### src/rtl/ctb_pkg.sv
package ctb_pkg;

   typedef enum logic [1:0] {
      CTB_OFF  = 2'd0,
      CTB_FREE = 2'd1,
      CTB_SYNC = 2'd2,
      CTB_TRIG = 2'd3
   } ctb_mode_e;

   typedef struct packed {
      logic clear;
      logic step;
   } ctb_cmd_t;

endpackage

### src/rtl/ctb_mode_decode.sv
module ctb_mode_decode
   import ctb_pkg::*;
(
   input  logic      enable,
   input  logic      trig_mode,
   input  logic      sync_sel,
   output ctb_mode_e mode
);
   always_comb begin
      if (!enable)        mode = CTB_OFF;
      else if (trig_mode) mode = CTB_TRIG;
      else if (sync_sel)  mode = CTB_SYNC;
      else                mode = CTB_FREE;
   end
endmodule

### src/rtl/ctb_trig_arm.sv
module ctb_trig_arm
   import ctb_pkg::*;
(
   input  logic      clk,
   input  logic      rst_n,
   input  ctb_mode_e mode,
   input  logic      sample_en,
   input  logic      sync_in,
   input  logic      sw_set,
   input  logic      sw_clr,
   output logic      status
);
   logic prev_q;
   logic rise;

   assign rise = sample_en && sync_in && !prev_q;

   always_ff @(posedge clk or negedge rst_n) begin
      if (!rst_n) begin
         prev_q <= 1'b0;
      end else if (sample_en) begin
         prev_q <= sync_in;
      end
   end

   always_ff @(posedge clk or negedge rst_n) begin
      if (!rst_n) begin
         status <= 1'b0;
      end else if (mode != CTB_TRIG) begin
         status <= 1'b0;
      end else if (sw_clr) begin
         status <= 1'b0;
      end else if (sw_set || rise) begin
         status <= 1'b1;
      end
   end
endmodule

### src/rtl/ctb_step_ctl.sv
module ctb_step_ctl
   import ctb_pkg::*;
(
   input  ctb_mode_e mode,
   input  logic      tick,
   input  logic      sync_in,
   input  logic      status,
   input  logic      sw_clr,
   input  logic      cascade_en,
   input  logic      cascade_in,
   output ctb_cmd_t  cmd
);
   logic advance;

   assign advance = tick && (!cascade_en || cascade_in);

   always_comb begin
      cmd = '0;
      unique case (mode)
         CTB_OFF: begin
            cmd.clear = 1'b1;
         end
         CTB_FREE: begin
            cmd.step = advance;
         end
         CTB_SYNC: begin
            if (tick && sync_in) cmd.clear = 1'b1;
            else                 cmd.step  = advance;
         end
         CTB_TRIG: begin
            if (sw_clr || !status) cmd.clear = 1'b1;
            else                   cmd.step  = advance;
         end
         default: cmd.clear = 1'b1;
      endcase
   end
endmodule

### src/rtl/ctb_count_core.sv
module ctb_count_core
   import ctb_pkg::*;
#(
   parameter int WIDTH = 16
) (
   input  logic             clk,
   input  logic             rst_n,
   input  ctb_cmd_t         cmd,
   output logic [WIDTH-1:0] count,
   output logic             at_max
);
   localparam logic [WIDTH-1:0] ONE = WIDTH'(1);

   always_ff @(posedge clk or negedge rst_n) begin
      if (!rst_n) begin
         count <= '0;
      end else if (cmd.clear) begin
         count <= '0;
      end else if (cmd.step) begin
         count <= count + ONE;
      end
   end

   assign at_max = &count;
endmodule

### src/rtl/ctb_timebase.sv
module ctb_timebase
   import ctb_pkg::*;
#(
   parameter int WIDTH          = 16,
   parameter bit SAMPLE_ON_TICK = 1'b1
) (
   input  logic             clk,
   input  logic             rst_n,
   input  logic             enable,
   input  logic             tick,
   input  logic             trig_mode,
   input  logic             sync_sel,
   input  logic             sync_in,
   input  logic             sw_trig_set,
   input  logic             sw_trig_clr,
   input  logic             cascade_en,
   input  logic             cascade_in,
   output logic             cascade_out,
   output logic [WIDTH-1:0] count,
   output logic             trig_status
);
   if (WIDTH < 2 || WIDTH > 64) begin : g_bad_width
      $error("ctb_timebase: WIDTH must lie in 2..64");
   end

   ctb_mode_e mode;
   ctb_cmd_t  cmd;
   logic      sample_en;
   logic      at_max;

   if (SAMPLE_ON_TICK) begin : g_edge_tick
      assign sample_en = tick;
   end else begin : g_edge_clk
      assign sample_en = 1'b1;
   end

   ctb_mode_decode u_dec (
      .enable    (enable),
      .trig_mode (trig_mode),
      .sync_sel  (sync_sel),
      .mode      (mode)
   );

   ctb_trig_arm u_arm (
      .clk       (clk),
      .rst_n     (rst_n),
      .mode      (mode),
      .sample_en (sample_en),
      .sync_in   (sync_in),
      .sw_set    (sw_trig_set),
      .sw_clr    (sw_trig_clr),
      .status    (trig_status)
   );

   ctb_step_ctl u_step (
      .mode       (mode),
      .tick       (tick),
      .sync_in    (sync_in),
      .status     (trig_status),
      .sw_clr     (sw_trig_clr),
      .cascade_en (cascade_en),
      .cascade_in (cascade_in),
      .cmd        (cmd)
   );

   ctb_count_core #(.WIDTH(WIDTH)) u_core (
      .clk    (clk),
      .rst_n  (rst_n),
      .cmd    (cmd),
      .count  (count),
      .at_max (at_max)
   );

   assign cascade_out = at_max && (mode != CTB_OFF);
endmodule

### config.mk
export PLATFORM = sky130hd
export DESIGN_NAME = ctb_timebase
export DESIGN_NICKNAME = d
export VERILOG_FILES = /design/src/rtl/ctb_pkg.sv /design/src/rtl/ctb_mode_decode.sv /design/src/rtl/ctb_trig_arm.sv /design/src/rtl/ctb_step_ctl.sv /design/src/rtl/ctb_count_core.sv /design/src/rtl/ctb_timebase.sv
export SDC_FILE = /design/constraint.sdc
export NUM_CORES = 1
export LEC_CHECK = 0
export BUFFER_PORTS_ARGS = -buffer_cell sky130_fd_sc_hd__buf_4
export CAP_MARGIN = 25
export CORE_MARGIN = 1.5
export CORE_UTILIZATION = 50
export CTS_CLUSTER_SIZE = 16
export DETAILED_ROUTE_END_ITERATION = 16
export PLACE_DENSITY = 0.88
export SYNTH_ARGS = -nofsm -noshare
export SYNTH_HDL_FRONTEND = slang
export SYNTH_SLANG_ARGS = --single-unit
### constraint.sdc
create_clock -name clk -period 1.9 [get_ports clk]
set_input_delay 0.095 -clock clk [delete_from_list [all_inputs] [get_ports clk]]
set_output_delay 0.095 -clock clk [all_outputs]
set_load 0.02 [all_outputs]
# Yosys cells after proc, flatten, opt, wreduce, memory -nomap -nowiden
# Index checks and enable logic that the tools add are counted.
# totals
reg_bits	18
inputBits	11
word_cells	37
# op_classes
n_addsub	1
n_eq_ne	4
n_mux	14
reduce_logical	15
# op_table
op	count
$mux W16	2
$add A16 B1 Y16 const B	1
$reduce_and A16 Y1	1
$mux W1	7
$mux W2	3
$pmux W1 S3	2
$eq A2 B2 Y1 const B	2
$logic_and A1 B1 Y1	4
$reduce_bool A2 Y1	2
$logic_not A1 Y1	3
$logic_or A1 B1 Y1	3
$reduce_bool A3 Y1	1
$eq A2 B1 Y1 const B	1
$logic_not A2 Y1	1
$ne A2 B2 Y1 const B	1

# Depth between registers and ports, before layout
# depth
ltp_word	7
ltp_mapped	5

# Hierarchy
# From an unflattened synthesis, not the netlist that was laid out.
# hier_totals
cells_unflattened	103
hier_area_um2	992.2
# by_module_without_submodules
module	instances	cells_per_inst	area_per_inst_um2
ctb_count_core	1	85	817.0
ctb_trig_arm	1	7	88.8
ctb_step_ctl	1	7	60.1
ctb_mode_decode	1	3	18.8
ctb_timebase	1	1	7.5

# Worst setup path before layout
# OpenSTA, ideal clock, no wires.
# synth_path
kind	reg2reg
start	register u_core.count[4]
end	register u_core.count[13]
arrival_ns	1.820
required_time_ns	1.834
setup_slack_ns	0.014
path_stages_with_launch	6
cell_sequence	dfrtp_1 > and3_1 > or4b_4 > buf_6 > or4_1 > nand2_1
# synth_between
elab_chain_len	3
# synth_lines
element	line_no	text
start, declared	ctb_count_core.sv:9	output logic [WIDTH-1:0] count,
start signal, assigned	ctb_count_core.sv:20	count <= count + ONE;
$add A16 B1 Y16	ctb_count_core.sv:20	
$mux W16	ctb_count_core.sv:19	end else if (cmd.step) begin
$mux W16	ctb_count_core.sv:17	end else if (cmd.clear) begin
# No other way between the ends. The select of a mux whose other input is x is not followed.
# A chain may end at the register's enable or synchronous reset.

# Worst setup path after layout
# layout_path
start	register u_core.count[1]
end	register u_core.count[8]
# The elaborated chain is that of the path after synthesis.

==> flow_metrics.tcl <==
set metrics [dict create \
    diodes 0 \
    gp_congestion 0.8537 \
    hold_class "input pin to flip-flop" \
    hold_path.startpoint "sync_in" \
    netlist.top_cell.by_area "dfrtp_1" \
    use_met2_pct 39.46 \
    ioPinCount 29 \
    crit_path_max_fanout 5 \
    rsz0062_at_grt "no" \
    first_pass_iters 4 \
    clk_pin_slew_ns 0.11 \
    dp_cells 156 \
    cts_buffer_depth 2 \
    irDropWorstVdd_mv 0.4539 \
    areaGrowthSynthToFinish_pct 32.07 \
    drv_slew 0 \
    worstSetupEndpointType "flip-flop" \
    cpMaxStageDelayCell "or4b_4" \
    final_cells 164 \
    use_met1_pct 32.46 \
    final_common_cell "buf_4" \
    status "completed" \
    syn_nets 117 \
    nets 152 \
    clock_latency_ns 0.30 \
    yosys.cell_types.count 37 \
    grt_max_degree 19 \
    crit_type "flip-flop to flip-flop" \
    relSlewSlack_pct 77.16 \
    ant_nets 0 \
    num_rows 15 \
    numPortBuffers 28 \
    fp.dieW_um 47.52 \
    finalWirelength_mm 2.343 \
    core_area_sq_um 1802 \
    grt_remaining_overflow 0 \
    hold_viol 0 \
    cts-htree-levels 1 \
    busiest_layer "met2" \
    final.setup.tns_ns 0 \
    antenna_found_initial 0 \
    gr-usage-all-layers_pct 24.82 \
    r2r_start "u_core.count[1]" \
    grt_pass1_vias 881 \
    ys_top_cells_by_area "dfrtp_1, nand2_1, or4_1" \
    critical_path.cell_chain "ha_1 -> nand2_1 -> or4b_4 -> or3_1 -> a21oi_1" \
    dpl.hpwl_mm 1.738 \
    dieArea_sq_um 2258 \
    synth_area_sq_um 991.0 \
    dr_total_vias 940 \
    yosysSeqAreaShare_pct 45.45 \
    fmax_ghz 0.5457 \
    yosysTopAreaCellShare_pct 45.45 \
    syn_inst 105 \
    cpPeakStageDelay_ns 0.53 \
    max_cap_violations 0 \
    startpoint "u_core.count[1]" \
    worst_clock_skew_ns 0.008887 \
    grt_pass1_wl_mm 3.822 \
    synth_warnings 0 \
    cts_sinks 18 \
    setup-violations-final 0 \
    worst_ep_arrival_time_ns 2.06 \
    cts_buffers 3 \
    die_y_um 47.52 \
    p_per_area_nw_per_um2 532.2 \
    start_util_pct 55.00 \
    leakagePower_uw 0.0005669 \
    drt_iter0_drc 23 \
    ys_seq_elements 18 \
    synth.avg_cell_area_sq_um 9.438 \
    n_fill_cell 136 \
    max_slew.worst_pin.slew_ns 0.3379 \
    viasPerCell 5.732 \
    cts_root_buf "clkbuf_4" \
    drcViolationCount 0 \
    period_share_pct 96.45 \
    required_ns 2.13 \
    drive_gt1_share_pct 30.94 \
    worstSetupStartpointType "flip-flop" \
    fin_crit_ns 1.833 \
    grt_util_met3_pct 5.283 \
    mostFrequentLayoutCells "buf_4, dfrtp_1, nand2_1" \
    cts_tree "done" \
    wl_per_cell_um 14.29 \
]
[worst max-delay path: cells and delay by family, from the launching register on]
kind,cells,cell delay (ns)
AOI/OAI and AO/OA,1,0.15
adders and majority gates,1,0.22
DFF,1,0.44
and+or+nand+nor,3,0.96
[through the flow]
| stage | area, sq um | total power (uW) | hold slack (ns) | util (%) | setup WS (ns) |
|---|---|---|---|---|---|
| after floorplan | 991.0 | 425.6 | -0.2006 | - | 0.01420 |
| after global placement | 1220 | 458.9 | -0.02383 | 67.71 | 0.1280 |
| after detailed placement | 1220 | 460.0 | -0.02391 | 67.71 | 0.03331 |
| after CTS | 1291 | 696.8 | 0.04497 | 71.67 | 0.004651 |
| after global routing | 1309 | 726.7 | 0.05085 | 72.64 | 0.002164 |
| final | 1309 | 696.5 | 0.04259 | 72.64 | 0.06747 |
[repair_timing]
action	4_1_cts	5_1_grt
resized for setup	0	6
endpoints found under the hold margin	19	0
setup endpoints to repair	1	3
hold buffers	2	0
buffers inserted	2	0
[synthesized netlist by cell type (all sizes together)]
cell type  number
inv             2
a21oi           6
nand3           7
buf             2
or2             1
nor2b           1
nand2b          2
nor2            5
or4b            2
nand3b          1
and4            1
nor4b           1
o41ai           1
o31ai           4
and2            2
clkbuf          1
and3            2
ha              1
xnor2           4
dfrtp          18
o2111ai         1
o21ai           3
nand4           4
a31o            1
a21bo           1
xor2            2
o311ai          1
or4             5
a21boi          1
nor3            4
or3             3
o211ai          2
nand2          13
[logic make-up after synthesis]
family | after synthesis | synth area share (%)
xor gates and xnor gates | 6 | 5.303
adders and majority gates | 1 | 1.262
and+or+nand+nor | 54 | 30.81
DFF | 18 | 45.45
buffers and inverters | 5 | 2.777
AOI/OAI and AO/OA | 21 | 14.39
[cell type report]
type	count	area, sq um	share of cell area (%)
Clock buffer	4	36.28	2.772
Inverter	2	7.507	0.5736
Sequential cell	18	454.2	34.70
Timing Repair Buffer	33	252.7	19.31
Multi-Input combinational cell	82	526.8	40.25
Tap cell	25	31.28	2.390
[metal layers]
layer,routed length [um],vias to the layer above
met5,0,-
met4,50,0
met3,139,10
met2,1067,40
met1,1086,430
li1,-,460
[where the power goes]
part           switching [uW]  internal [uW]
clock network             120            117
logic                    38.5           32.1
registers                2.53            387
total                     161            536
[worst paths after layout]
check                              endpoint  slack, ns  cells after the start
max                         u_core.count[8]       0.07                      5
min                            u_arm.prev_q       0.04                      3
max reg2reg                 u_core.count[8]       0.07                      5
min reg2reg                    u_arm.prev_q       0.54                      2
max in group asynchronous   u_core.count[8]       1.51                      2
min in group asynchronous  u_core.count[14]       0.18                      2
[registers in the layout (all words and copies together) (netlist names)]
signal,count
u_arm.status,1
u_core.count,16
u_arm.prev_q,1
Note: power is estimated with default switching activity, not from simulation.
